<file path="src/rtl/boot_bus_pkg.sv">
package boot_bus_pkg;
    parameter int unsigned CFG_DATA_W = 16;
    parameter int unsigned CFG_IPL_W  = 3;

    typedef struct packed {
        logic [CFG_DATA_W-1:0] data;
        logic [CFG_IPL_W-1:0]  ipl;
    } boot_cfg_t;

    typedef enum logic [1:0] {
        ST_RESET = 2'd0,
        ST_HOLD  = 2'd1,
        ST_WAIT  = 2'd2,
        ST_RUN   = 2'd3
    } seq_state_t;

    function automatic logic may_start(input seq_state_t st, input logic grant,
                                       input logic ts, input logic foreign);
        return (st == ST_WAIT) && grant && !ts && !foreign;
    endfunction
endpackage

</file>
<file path="src/rtl/boot_rst_sync.sv">
module boot_rst_sync #(
    parameter int unsigned STAGES = 2
) (
    input  logic clk,
    input  logic rst,
    input  logic rst_n_async_i,
    output logic rst_low_o
);
    logic [STAGES-1:0] chain_q;

    generate
        if (STAGES == 1) begin : g_single
            always_ff @(posedge clk) begin
                if (rst) chain_q <= '0;
                else     chain_q <= rst_n_async_i;
            end
        end else begin : g_chain
            always_ff @(posedge clk) begin
                if (rst) chain_q <= '0;
                else     chain_q <= {chain_q[STAGES-2:0], rst_n_async_i};
            end
        end
    endgenerate

    assign rst_low_o = ~chain_q[STAGES-1];
endmodule

</file>
<file path="src/rtl/boot_cfg_capture.sv">
module boot_cfg_capture
    import boot_bus_pkg::*;
(
    input  logic      clk,
    input  logic      rst,
    input  logic      bclk_en_i,
    input  logic      rst_low_i,
    input  boot_cfg_t sample_i,
    output boot_cfg_t cfg_o
);
    boot_cfg_t cfg_q;

    always_ff @(posedge clk) begin
        if (rst)                         cfg_q <= '0;
        else if (bclk_en_i && rst_low_i) cfg_q <= sample_i;
    end

    assign cfg_o = cfg_q;
endmodule

</file>
<file path="src/rtl/boot_tenure_track.sv">
module boot_tenure_track (
    input  logic clk,
    input  logic rst,
    input  logic clear_i,
    input  logic ts_i,
    input  logic tenure_end_i,
    input  logic busy_i,
    output logic foreign_o
);
    logic busy_q;
    logic foreign_q;
    logic end_seen;

    assign end_seen = tenure_end_i || (busy_q && !busy_i);

    always_ff @(posedge clk) begin
        if (rst || clear_i) begin
            busy_q    <= 1'b0;
            foreign_q <= 1'b0;
        end else begin
            busy_q    <= busy_i;
            foreign_q <= ts_i || (foreign_q && !end_seen);
        end
    end

    assign foreign_o = foreign_q;
endmodule

</file>
<file path="src/rtl/boot_bus_seq.sv">
module boot_bus_seq
    import boot_bus_pkg::*;
#(
    parameter int unsigned HOLD_CYCLES = 27,
    parameter int unsigned SYNC_STAGES = 2
) (
    input  logic                  clk,
    input  logic                  rst,
    input  logic                  bclk_en_i,
    input  logic                  ext_rst_n_i,
    input  logic [CFG_DATA_W-1:0] cfg_data_i,
    input  logic [CFG_IPL_W-1:0]  cfg_ipl_i,
    input  logic                  grant_i,
    input  logic                  ts_i,
    input  logic                  tenure_end_i,
    input  logic                  busy_i,
    output logic                  core_rst_o,
    output logic                  bus_oe_o,
    output logic [CFG_DATA_W-1:0] cfg_data_o,
    output logic [CFG_IPL_W-1:0]  cfg_ipl_o,
    output logic                  cfg_valid_o,
    output logic                  start_exc_o
);
    localparam int unsigned CNT_W = $clog2(HOLD_CYCLES + 1);

    logic         rst_low;
    logic         foreign;
    boot_cfg_t    sample;
    boot_cfg_t    cfg;
    seq_state_t   state_q, state_d;
    logic [CNT_W-1:0] cnt_q;
    logic         start_q;
    logic         go;

    boot_rst_sync #(.STAGES(SYNC_STAGES)) sync_i (
        .clk(clk), .rst(rst), .rst_n_async_i(ext_rst_n_i), .rst_low_o(rst_low)
    );

    assign sample = '{data: cfg_data_i, ipl: cfg_ipl_i};

    boot_cfg_capture cap_i (
        .clk(clk), .rst(rst), .bclk_en_i(bclk_en_i), .rst_low_i(rst_low),
        .sample_i(sample), .cfg_o(cfg)
    );

    boot_tenure_track ten_i (
        .clk(clk), .rst(rst), .clear_i(state_q == ST_RESET), .ts_i(ts_i),
        .tenure_end_i(tenure_end_i), .busy_i(busy_i), .foreign_o(foreign)
    );

    assign go = may_start(state_q, grant_i, ts_i, foreign);

    always_comb begin
        state_d = state_q;
        if (rst_low) begin
            state_d = ST_RESET;
        end else begin
            unique case (state_q)
                ST_RESET: if (bclk_en_i) state_d = ST_HOLD;
                ST_HOLD:  if (cnt_q == CNT_W'(HOLD_CYCLES - 1)) state_d = ST_WAIT;
                ST_WAIT:  if (go) state_d = ST_RUN;
                ST_RUN:   state_d = ST_RUN;
                default:  state_d = ST_RESET;
            endcase
        end
    end

    always_ff @(posedge clk) begin
        if (rst) begin
            state_q <= ST_RESET;
            cnt_q   <= '0;
            start_q <= 1'b0;
        end else begin
            state_q <= state_d;
            start_q <= !rst_low && go;
            if (state_q == ST_HOLD && state_d == ST_HOLD) cnt_q <= cnt_q + CNT_W'(1);
            else                                          cnt_q <= '0;
        end
    end

    assign core_rst_o  = (state_q == ST_RESET) || (state_q == ST_HOLD);
    assign bus_oe_o    = (state_q == ST_RUN) && grant_i;
    assign cfg_valid_o = (state_q != ST_RESET);
    assign cfg_data_o  = cfg.data;
    assign cfg_ipl_o   = cfg.ipl;
    assign start_exc_o = start_q;

    AST_SYNC_REACHES_CORE: assert property (@(posedge clk) disable iff (rst)
        rst_low |=> core_rst_o && !cfg_valid_o);
    AST_NO_DRIVE_IN_RESET: assert property (@(posedge clk) disable iff (rst)
        core_rst_o |-> !bus_oe_o && !start_exc_o);
    AST_START_PULSE: assert property (@(posedge clk) disable iff (rst)
        start_exc_o |=> !start_exc_o);
    AST_START_GRANTED: assert property (@(posedge clk) disable iff (rst)
        start_exc_o |-> $past(grant_i) && !$past(ts_i));
    AST_START_NO_OWNER: assert property (@(posedge clk) disable iff (rst)
        start_exc_o |-> !$past(foreign));
    AST_CFG_FROZEN: assert property (@(posedge clk) disable iff (rst)
        cfg_valid_o && $past(cfg_valid_o) |-> $stable(cfg_data_o) && $stable(cfg_ipl_o));
    AST_RELEASE_ON_EDGE: assert property (@(posedge clk) disable iff (rst)
        $rose(cfg_valid_o) |-> $past(bclk_en_i));
    AST_HOLD_STEP: assert property (@(posedge clk) disable iff (rst)
        (state_q == ST_HOLD && $past(state_q) == ST_HOLD) |-> cnt_q == $past(cnt_q) + CNT_W'(1));
endmodule

</file>
<file path="config.mk">
export PLATFORM = sky130hd
export DESIGN_NAME = boot_bus_seq
export DESIGN_NICKNAME = d
export VERILOG_FILES = /design/src/rtl/boot_bus_pkg.sv /design/src/rtl/boot_rst_sync.sv /design/src/rtl/boot_cfg_capture.sv /design/src/rtl/boot_tenure_track.sv /design/src/rtl/boot_bus_seq.sv
export SDC_FILE = /design/constraint.sdc
export NUM_CORES = 1
export LEC_CHECK = 0
export ABC_AREA = 1
export BUFFER_PORTS_ARGS = -buffer_cell sky130_fd_sc_hd__buf_4
export CORE_AREA = 2 2 57 59
export CTS_BUF_LIST = sky130_fd_sc_hd__clkbuf_4
export DETAILED_ROUTE_END_ITERATION = 8
export DIE_AREA = 0 0 59 61
export GPL_ROUTABILITY_DRIVEN = 0
export PLACE_DENSITY = 0.68
export SLEW_MARGIN = 15
export SYNTH_ARGS = -nofsm -noshare
export SYNTH_HDL_FRONTEND = slang
export SYNTH_SLANG_ARGS = --single-unit
</file>
<file path="constraint.sdc">
create_clock -name clk -period 2.3 [get_ports clk]
set_clock_uncertainty 0.1 [all_clocks]
set_input_delay 0.345 -clock clk [delete_from_list [all_inputs] [get_ports clk]]
set_output_delay 0.345 -clock clk [all_outputs]
set_load 0.02 [all_outputs]
</file>
==> flow_summary.ini, run 1 <==
[pwr]
seqPwrFrac_pct = 56.3
power_switching_w = 0.0002747
irDropWorstVdd_mv = 0.4878
powerDensity_mw_per_mm2 = 638.5
p_int_w = 0.0007519
swShare_pct = 26.76
power.leakage_nw = 0.7775
clkPwrFrac_pct = 27.5
combPwrFrac_pct = 16.2

[logic_synthesis]
synth_top_area_share_pct = 53.39
yosysSeqAreaShare_pct = 53.39
async_reset_ff_share_pct = 0
synthTopCellsByCount = 51 x nor2_1, 31 x dfxtp_1, 17 x o21ai_0
synth_edf_count = 0
yosysWarnings = 0
synth.net_count = 179
synth-simple-area-share_pct = 24.33
synth_compound_area_share_pct = 10.55
synth_cells = 150
synth_area_leaders = dfxtp_1 53%, nor2_1 16%, o21ai_0 7.3%
synth.avg_cell_area_sq_um = 7.749
synth_top_family_by_area = simple AND/OR/NAND/NOR gates
netlist_area_sq_mm = 0.001162
synth_xor_area_share_pct = 2.260
synth_most_common_cell = nor2_1
synth_top_cell_by_area = dfxtp_1
synthMuxAreaShare_pct = 0
synth_seq_cells = 31
synth_fa_ha_area_share_pct = 2.153
synth_ff_type = dfxtp_1
ys_types = 20

[cts]
clk_latency_ps = 330
cts_max_level = 2
tritoncts = built
cts_sinks = 31
cts-buffers-inserted = 5
cts_resized = 0
cts_buffer_depth = 2
clk_pin_slew_ps = 90
post_cts_buffers = 0
cts_root_buf = clkbuf_4
cts_hold_buf = 0

[routing]
ant_nets = 0
via_per_inst = 4.547
wire_per_inst_microns = 10.85
drc = 0
drt-total-wl_microns = 2560
drt-pass1-iter-count = 4
drt_iter0_markers = 42
route.vias.total = 1073

[sta]
worst_slack_ps = 711.1
finalHoldViolations = 0
slew_viol_final = 0
tns_ps = 0
rsz0062_at_grt = no
tightestPinTransition_ps = 463.4
relSlewSlack_pct = 68.92
setup_viol = 0
hold_slack_ps = 110.6
period_needed_ps = 1589
final.period_utilization_pct = 69.08
fmax_ghz = 0.6294

[place]
pre_cts_ws_ps = 610.6
dp_hpwl_microns = 1992
numPortBuffers = 49
post_dp_cell_area_sq_mm = 0.001562
place_inst = 229

[cells_and_area]
syn2layout_area_growth_pct = 38.32
drive_above_1_share_pct = 30.54
multi_input_area_sq_um = 456.7
nFillCells = 280
stdcell_count = 236
n_antenna_cell = 0
postLayoutCellArea_sq_mm = 0.001608
regArea_sq_um = 620.6
nNetsFinal = 232

[floorplanning]
ios = 50
fp.dieH_microns = 61
dieWidth_microns = 59
dieArea_sq_mm = 0.003599
rows = 20
start_util_pct = 39.36
fp.coreArea_sq_mm = 0.002953

[global_routing]
grt_remaining_overflow = 0
grt_max_degree = 21
grt_pass1_wl_microns = 4043
grt_antenna_before_repair = 0
grt_pass1_vias = 954
track_usage_pct = 15.64

[job]
drv_cap = 0

[critical_path]
cp_max_fo = 5
endpoint_kind = output port
start_kind = flip-flop
required_ps = 1860
critPathKind = flip-flop to output port
critPathArrivalTime_ps = 1140

[hold_path]
hold_class = primary input to flip-flop

[run_status]
run_status = finished clean
## kinds of logic (layout without fill, tap and decap cells)
family                   count (synthesis)  in the layout
XOR/XNOR                                 3              3
AO/OA/AOI/OAI                           23             23
adder cells (fa/ha/maj)                  2              2
buffers and inverters                   21             74
AND/OR/NAND/NOR                         70             70
flip-flops                              31             31
## placed cells by master (no fill, tap or decap)
cell / n
a21oi_1: 2
a21oi_2: 2
buf_4: 51
clkbuf_4: 5
clkinv_1: 2
clkinv_2: 1
dfxtp_1: 31
ha_1: 2
inv_1: 15
nand2_1: 9
nand2_2: 1
nand3_1: 3
nand3b_1: 1
nor2_1: 51
nor2_2: 2
nor3_1: 2
nor4_1: 1
o21ai_0: 17
o21ai_1: 2
xnor2_1: 1
xor2_1: 2
## power groups by stage
stage / clock [W] / combinational [W] / sequential (W)
3_5_place_dp: 0 / 0.000168 / 0.000591
3_3_place_gp: 0 / 0.000165 / 0.000591
5_1_grt: 0.000326 / 0.000183 / 0.000581
6_report: 0.000282 / 0.000166 / 0.000578
2_1_floorplan: 0 / 0.0000515 / 0.000621
4_1_cts: 0.000295 / 0.000168 / 0.000579
## critical path, stage by stage, from the launching register on
cell,delay [ps]
dfxtp_1,360
nor2_2,230
inv_1,70
buf_4,160
## per-layer routing
layer  share of wire, %  track usage [%]  routed length (microns)  up-vias
met5                  0                0                        0        -
met4                2.0            9.091                       50        0
met3                 10            7.036                      258        6
met2                 47            25.56                     1203       43
met1                 41            16.82                     1048      455
li1                   -                -                        -      569
## stage by stage
stage	utilization (%)	power, W
after CTS	54.45	0.001042
final	54.45	0.001027
after global routing	54.45	0.001090
after global placement	52.88	0.0007555
after floorplan	-	0.0006722
after detailed placement	52.88	0.0007594
## final timing paths
kind,depth (start not counted),slack (ps),to,from
setup reg to reg,6,720,cap_i.cfg_o[13],sync_i.chain_q[1]
setup / recovery,3,710,cfg_valid_o,state_q[0]
hold reg to reg,2,310,sync_i.chain_q[1],sync_i.chain_q[0]
hold / removal,2,110,sync_i.chain_q[0],rst
## final cells by class
cell class,instances,area share (%)
Multi-Input combinational cell,98,28.40
Clock inverter,2,0.5447
Tap cell,33,2.568
Clock buffer,5,2.335
Timing Repair Buffer,51,23.81
Sequential cell,31,38.60
Inverter,16,3.735
## state kept, by name, indices dropped and copies added, names as in the netlist
signal	count
ten_i.foreign_o	1
cnt_q	5
state_q	2
cap_i.cfg_o	19
sync_i.chain_q	2
ten_i.busy_q	1
start_exc_o	1
Power figures use the tool's default switching activity.
==> run 2, diff against run 1 <==
PLACE_DENSITY = 0.7   (was 0.68)
clock period = 1.45 ns   (was 2.3 ns; I/O delays follow)
==> run 2 against run 1 <==
Compared with the run above: wire length grew 3.7%; worst hold slack lost 75 ps; critical endpoint is now bus_oe_o; global-route usage grew 0.34 points; flip-flop and latch count is the same.
==> flow_summary.ini, run 2 (synthesized netlist as in run 1, its figures left out) <==
[run_status]
run_status = finished clean

[floorplanning]
fp.coreArea_sq_mm = 0.002953
dieArea_sq_mm = 0.003599
fp.dieH_microns = 61
start_util_pct = 39.36
dieWidth_microns = 59
rows = 20
ios = 50

[cts]
cts_sinks = 31
clk_pin_slew_ps = 90
cts-buffers-inserted = 5
clk_latency_ps = 320
cts_buffer_depth = 2
tritoncts = built
cts_max_level = 2
cts_root_buf = clkbuf_4

[cells_and_area]
nNetsFinal = 237
drive_above_1_share_pct = 34.45
final_common_cell = buf_4
multi_input_area_sq_um = 469.2
postLayoutCellArea_sq_mm = 0.001678
regArea_sq_um = 626.9
nFillCells = 282
largest_reg_flops = 19
n_antenna_cell = 0
syn2layout_area_growth_pct = 44.35
fin_util_pct = 56.82
final_cell_mix = 54 x buf_4, 49 x nor2_1, 28 x dfxtp_1

[hold_path]
worstHoldStart = cfg_data_i[2]
hold_class = primary input to flip-flop

[global_routing]
track_usage_pct = 15.98
grt_pass1_vias = 1042
grt_remaining_overflow = 0
grt_antenna_before_repair = 0
grt_pass1_wl_microns = 4243
grt_max_degree = 20

[critical_path]
cp_top_family = flip-flops
cpPeakStageDelay_ps = 370
r2r_start = cnt_q[0]
crit_buf_inv = 2
cp_cell_sequence = inv_1 > nor2_2 > buf_4
critPathKind = flip-flop to output port
cp_max_fo = 5
endpoint_kind = output port
slowest_stage = dfxtp_4
required_ps = 1130
start_kind = flip-flop
critPathArrivalTime_ps = 1050
crit_start = state_q[1]

[sta]
fmax_ghz = 0.7298
relSlewSlack_pct = 82.73
finalHoldViolations = 0
rsz0062_at_grt = no
tightestPinTransition_ps = 259.0
setup_viol = 0
tns_ps = 0
final.period_utilization_pct = 94.50
slew_viol_final = 0
worst_slack_ps = 79.81
period_needed_ps = 1370

[pwr]
powerDensity_mw_per_mm2 = 989.3
clkPwrFrac_pct = 28.3
power.leakage_nw = 0.8124
irDropWorstVdd_mv = 0.6485
power_switching_w = 0.0004347
seqPwrFrac_pct = 55.2
p_int_w = 0.001225
swShare_pct = 26.18
combPwrFrac_pct = 16.6

[routing]
drt-total-wl_microns = 2654
wire_per_inst_microns = 10.97
drt_iter0_markers = 72
drc = 0
route.vias.total = 1120
drt-pass1-iter-count = 4
via_per_inst = 4.628
ant_nets = 0

[place]
pre_cts_ws_ps = 99.33
dp_hpwl_microns = 2100
numPortBuffers = 49
post_dp_cell_area_sq_mm = 0.001577

[job]
drv_cap = 0
[run 2: cell count changes in the layout (fill, tap and decap cells not counted), sizes merged]
cell          change
buf               +3
clkbuf            +1
dlygate4sd3       +1
dlymetal6s4s      +1
[run 2: metal layers]
metal / wire, microns / up-vias / share of wire [%] / global-route usage (%)
li1: - / 577 / - / -
met1: 1069 / 492 / 40 / 16.51
met2: 1313 / 46 / 49 / 29.21
met3: 231 / 5 / 8.7 / 4.478
met4: 40 / 0 / 1.5 / 8.766
met5: 0 / - / 0 / 0
[run 2: cell type report]
cell class              count  area share (%)
flip-flops and latches     31           37.36
inverters                  16           3.579
multi-input cells          98           27.96
clock inverters             2          0.4474
repair buffers             56           25.50
clock buffers               6           2.685
well taps                  33           2.461
[run 2: final timing paths]
kind	cells past startpoint	slack [ps]	end
setup / recovery	3	80	bus_oe_o
hold / removal	3	40	cap_i.cfg_o[5]
setup reg to reg	9	90	cnt_q[1]
hold reg to reg	2	320	sync_i.chain_q[1]
[run 2: power by group through the flow]
stage | clock [W] | sequential [W] | combinational, W
2_1_floorplan | 0 | 0.000985 | 0.0000818
3_3_place_gp | 0 | 0.000935 | 0.000266
3_5_place_dp | 0 | 0.000939 | 0.000272
4_1_cts | 0.000493 | 0.000919 | 0.000277
5_1_grt | 0.000530 | 0.000922 | 0.000304
6_report | 0.000469 | 0.000916 | 0.000275
[run 2: worst register-to-register path: stages (launching register included)]
cell,delay [ps]
dfxtp_2,360
inv_1,50
ha_1,180
nand2_1,60
inv_1,40
nand3_1,80
nand2_1,70
nor2_2,140
nand2_2,100
nor2_1,120
[run 2: what timing repair did]
| action | 4_1_cts | 5_1_grt |
|---|---|---|
| hold buffers | 2 | 0 |
| endpoints found under the hold margin | 5 | 0 |
| setup endpoints to repair | 1 | 7 |
| gates resized for setup | 2 | 8 |
| setup buffers | 0 | 2 |
| pin swaps | 0 | 5 |
[run 2: per-stage QoR]
stage                     hold WS [ps]  cells  power, W
after floorplan                  188.7    150  0.001066
after global placement           293.5    231  0.001202
after detailed placement         300.0    231  0.001211
after CTS                        22.39    241  0.001689
after global routing             40.57    242  0.001756
final                            35.43    242  0.001660
==> run 3, diff against run 2 <==
ABC_AREA = 0   (was 1)
CORE_AREA = 2 2 56 58   (was 2 2 57 59)
CTS_BUF_LIST = sky130_fd_sc_hd__clkbuf_8   (was sky130_fd_sc_hd__clkbuf_4)
DIE_AREA = 0 0 58 60   (was 0 0 59 61)
HOLD_SLACK_MARGIN = 0.03   (was unset)
PLACE_DENSITY = 0.71   (was 0.7)
==> run 3 against run 2 <==
Compared with the run above: sequential share of layout area decreased by 0.79 points; register-to-register slack worse by 210 ps; wire length decreased by 4.1%; the flow now finishes with violations (negative setup slack); total power rose by 20%; critical path depth grew 2; critical endpoint is now cnt_q[0].
==> flow_summary.ini, run 3 <==
[place]
numPortBuffers = 49
post_dp_cell_area_sq_mm = 0.001555
pre_cts_ws_ps = -84.45
dp_hpwl_microns = 1826

[global_routing]
grt_remaining_overflow = 0
grt_pass1_wl_microns = 4029
grt_max_degree = 24
track_usage_pct = 15.90
grt_antenna_before_repair = 0
grt_pass1_vias = 942

[routing]
drc = 0
via_per_inst = 4.794
route.vias.total = 1069
drt-total-wl_microns = 2544
drt_iter0_markers = 43
drt-pass1-iter-count = 5
ant_nets = 0
wire_per_inst_microns = 11.41

[logic_synthesis]
synth_cells = 131
netlist_area_sq_mm = 0.001117
synth_most_common_cell = nand2_1
synth_area_leaders = dfxtp_1 56%, nand2_1 13%, a21oi_1 9.0%
synth-simple-area-share_pct = 24.97
synth_top_family_by_area = simple AND/OR/NAND/NOR gates
synth_top_cell_by_area = dfxtp_1
synth_fa_ha_area_share_pct = 2.240
synth_top_area_share_pct = 55.54
async_reset_ff_share_pct = 0
synth_compound_area_share_pct = 11.09
synth_xor_area_share_pct = 2.352
synth_edf_count = 0
synth.avg_cell_area_sq_um = 8.529
ys_types = 20
synth_seq_cells = 31
synth.net_count = 160
yosysWarnings = 0
yosysSeqAreaShare_pct = 55.54
synthTopCellsByCount = 38 x nand2_1, 31 x dfxtp_1, 20 x a21oi_1
synthMuxAreaShare_pct = 0
synth_ff_type = dfxtp_1

[sta]
worst_slack_ps = -115.6
period_needed_ps = 1566
hold_slack_ps = 64.68
finalHoldViolations = 0
fmax_ghz = 0.6387
slew_viol_final = 0
tns_ps = -471.0
setup_viol = 5
tightestPinTransition_ps = 241.2
relSlewSlack_pct = 83.92
final.period_utilization_pct = 108.0
rsz0062_at_grt = yes

[critical_path]
critPathArrivalTime_ps = 1680
cp_cell_sequence = inv_2 > ha_4 > and4b_1 > or4b_4 > nor2_1
cp_top_family = simple AND/OR/NAND/NOR gates
worst-r2r-setup-slack_ps = -120
endpoint = cnt_q[0]
cpPeakStageDelay_ps = 570
cp.depth = 5
crit_buf_inv = 1
endpoint_kind = flip-flop
r2r_start = cnt_q[0]
crit_start = cnt_q[0]
start_kind = flip-flop
rr_endpoint = cnt_q[0]
required_ps = 1560
ff2ff_path_depth = 5
slowest_stage = or4b_4
cp_max_fo = 5
critPathKind = flip-flop to flip-flop

[floorplanning]
fp.dieH_microns = 60
rows = 20
fp.coreArea_sq_mm = 0.002903
ios = 50
dieArea_sq_mm = 0.003480
dieWidth_microns = 58
start_util_pct = 38.49

[cells_and_area]
regArea_sq_um = 621.8
multi_input_area_sq_um = 476.7
drive_above_1_share_pct = 38.42
largest_reg_flops = 19
n_antenna_cell = 0
nFillCells = 269
final_cell_mix = 57 x buf_4, 38 x nand2_1, 30 x dfxtp_1
nNetsFinal = 218
postLayoutCellArea_sq_mm = 0.001700
syn2layout_area_growth_pct = 52.18
final_common_cell = buf_4

[cts]
cts_root_buf = clkbuf_8
cts-buffers-inserted = 5
cts_max_level = 2
clk_latency_ps = 280
cts_sinks = 31
cts_hold_buf = 0
cts_buffer_depth = 2
clk_pin_slew_ps = 60
tritoncts = built

[pwr]
power.leakage_nw = 0.7668
powerDensity_mw_per_mm2 = 1168
totalPowerFinal_w = 0.001986
irDropWorstVdd_mv = 0.8621

[hold_path]
hold_class = primary input to flip-flop

[run_status]
violations = negative setup slack
run_status = finished with violations

[job]
drv_cap = 0
## run 3: cell types whose count changed after synthesis, sizes merged, moves of 2 or more
cell and delta:
a21oi +16, nand2 +28, inv -11, a311oi +2, nor2 -45, nand2b +3
o21ai -19, nor2b +4
## run 3: cell type report
cell class	instances	area share, %
clock buffer	6	4.857
timing repair buffer	57	25.17
sequential	31	36.57
tap	33	2.428
clock inverter	2	2.060
inverter	4	0.8830
multi-input combinational	90	28.04
## run 3: report_power, final
group | switching [W] | internal, W
logic | 0.000112 | 0.000112
registers | 0.0000169 | 0.000886
clock network | 0.000304 | 0.000555
total | 0.000433 | 0.00155
## run 3: metrics by stage
step                      cells  utilization (%)
final                       223            58.58
after global routing        223            58.58
after CTS                   222            57.72
after detailed placement    214            53.58
after global placement      214            53.58
after floorplan             131                -
## run 3: metal layers
layer  global-route usage (%)  part of all wire, %  up-vias  wire [microns]
met5                        0                    0        -               0
met4                    9.967                  1.8        0              45
met3                    5.195                  7.7        4             197
met2                    25.97                   48       34            1223
met1                    17.94                   42      488            1078
li1                         -                    -      543               -
## run 3: cell families after synthesis
kind of cell	Yosys count
AO/OA/AOI/OAI	23
XOR/XNOR	3
adder cells (fa/ha/maj)	2
buffers and inverters	10
flip-flops	31
AND/OR/NAND/NOR	62
## run 3: how the worst min path moves through the flow
stage | to | slack (ps) | cells after the start | from
floorplan | sync_i.chain_q[0] | 190 | 1 | rst
global placement | sync_i.chain_q[1] | 320 | 1 | sync_i.chain_q[0]
detailed placement | sync_i.chain_q[1] | 330 | 1 | sync_i.chain_q[0]
CTS | sync_i.chain_q[0] | 60 | 2 | ext_rst_n_i
global route | cap_i.cfg_o[4] | 80 | 3 | cfg_data_i[1]
finish | sync_i.chain_q[0] | 60 | 2 | ext_rst_n_i
## run 3: repair_timing
item	4_1_cts	5_1_grt
resized for setup	1	4
buffers inserted	0	1
setup endpoints to repair	5	5
pin swaps	0	6
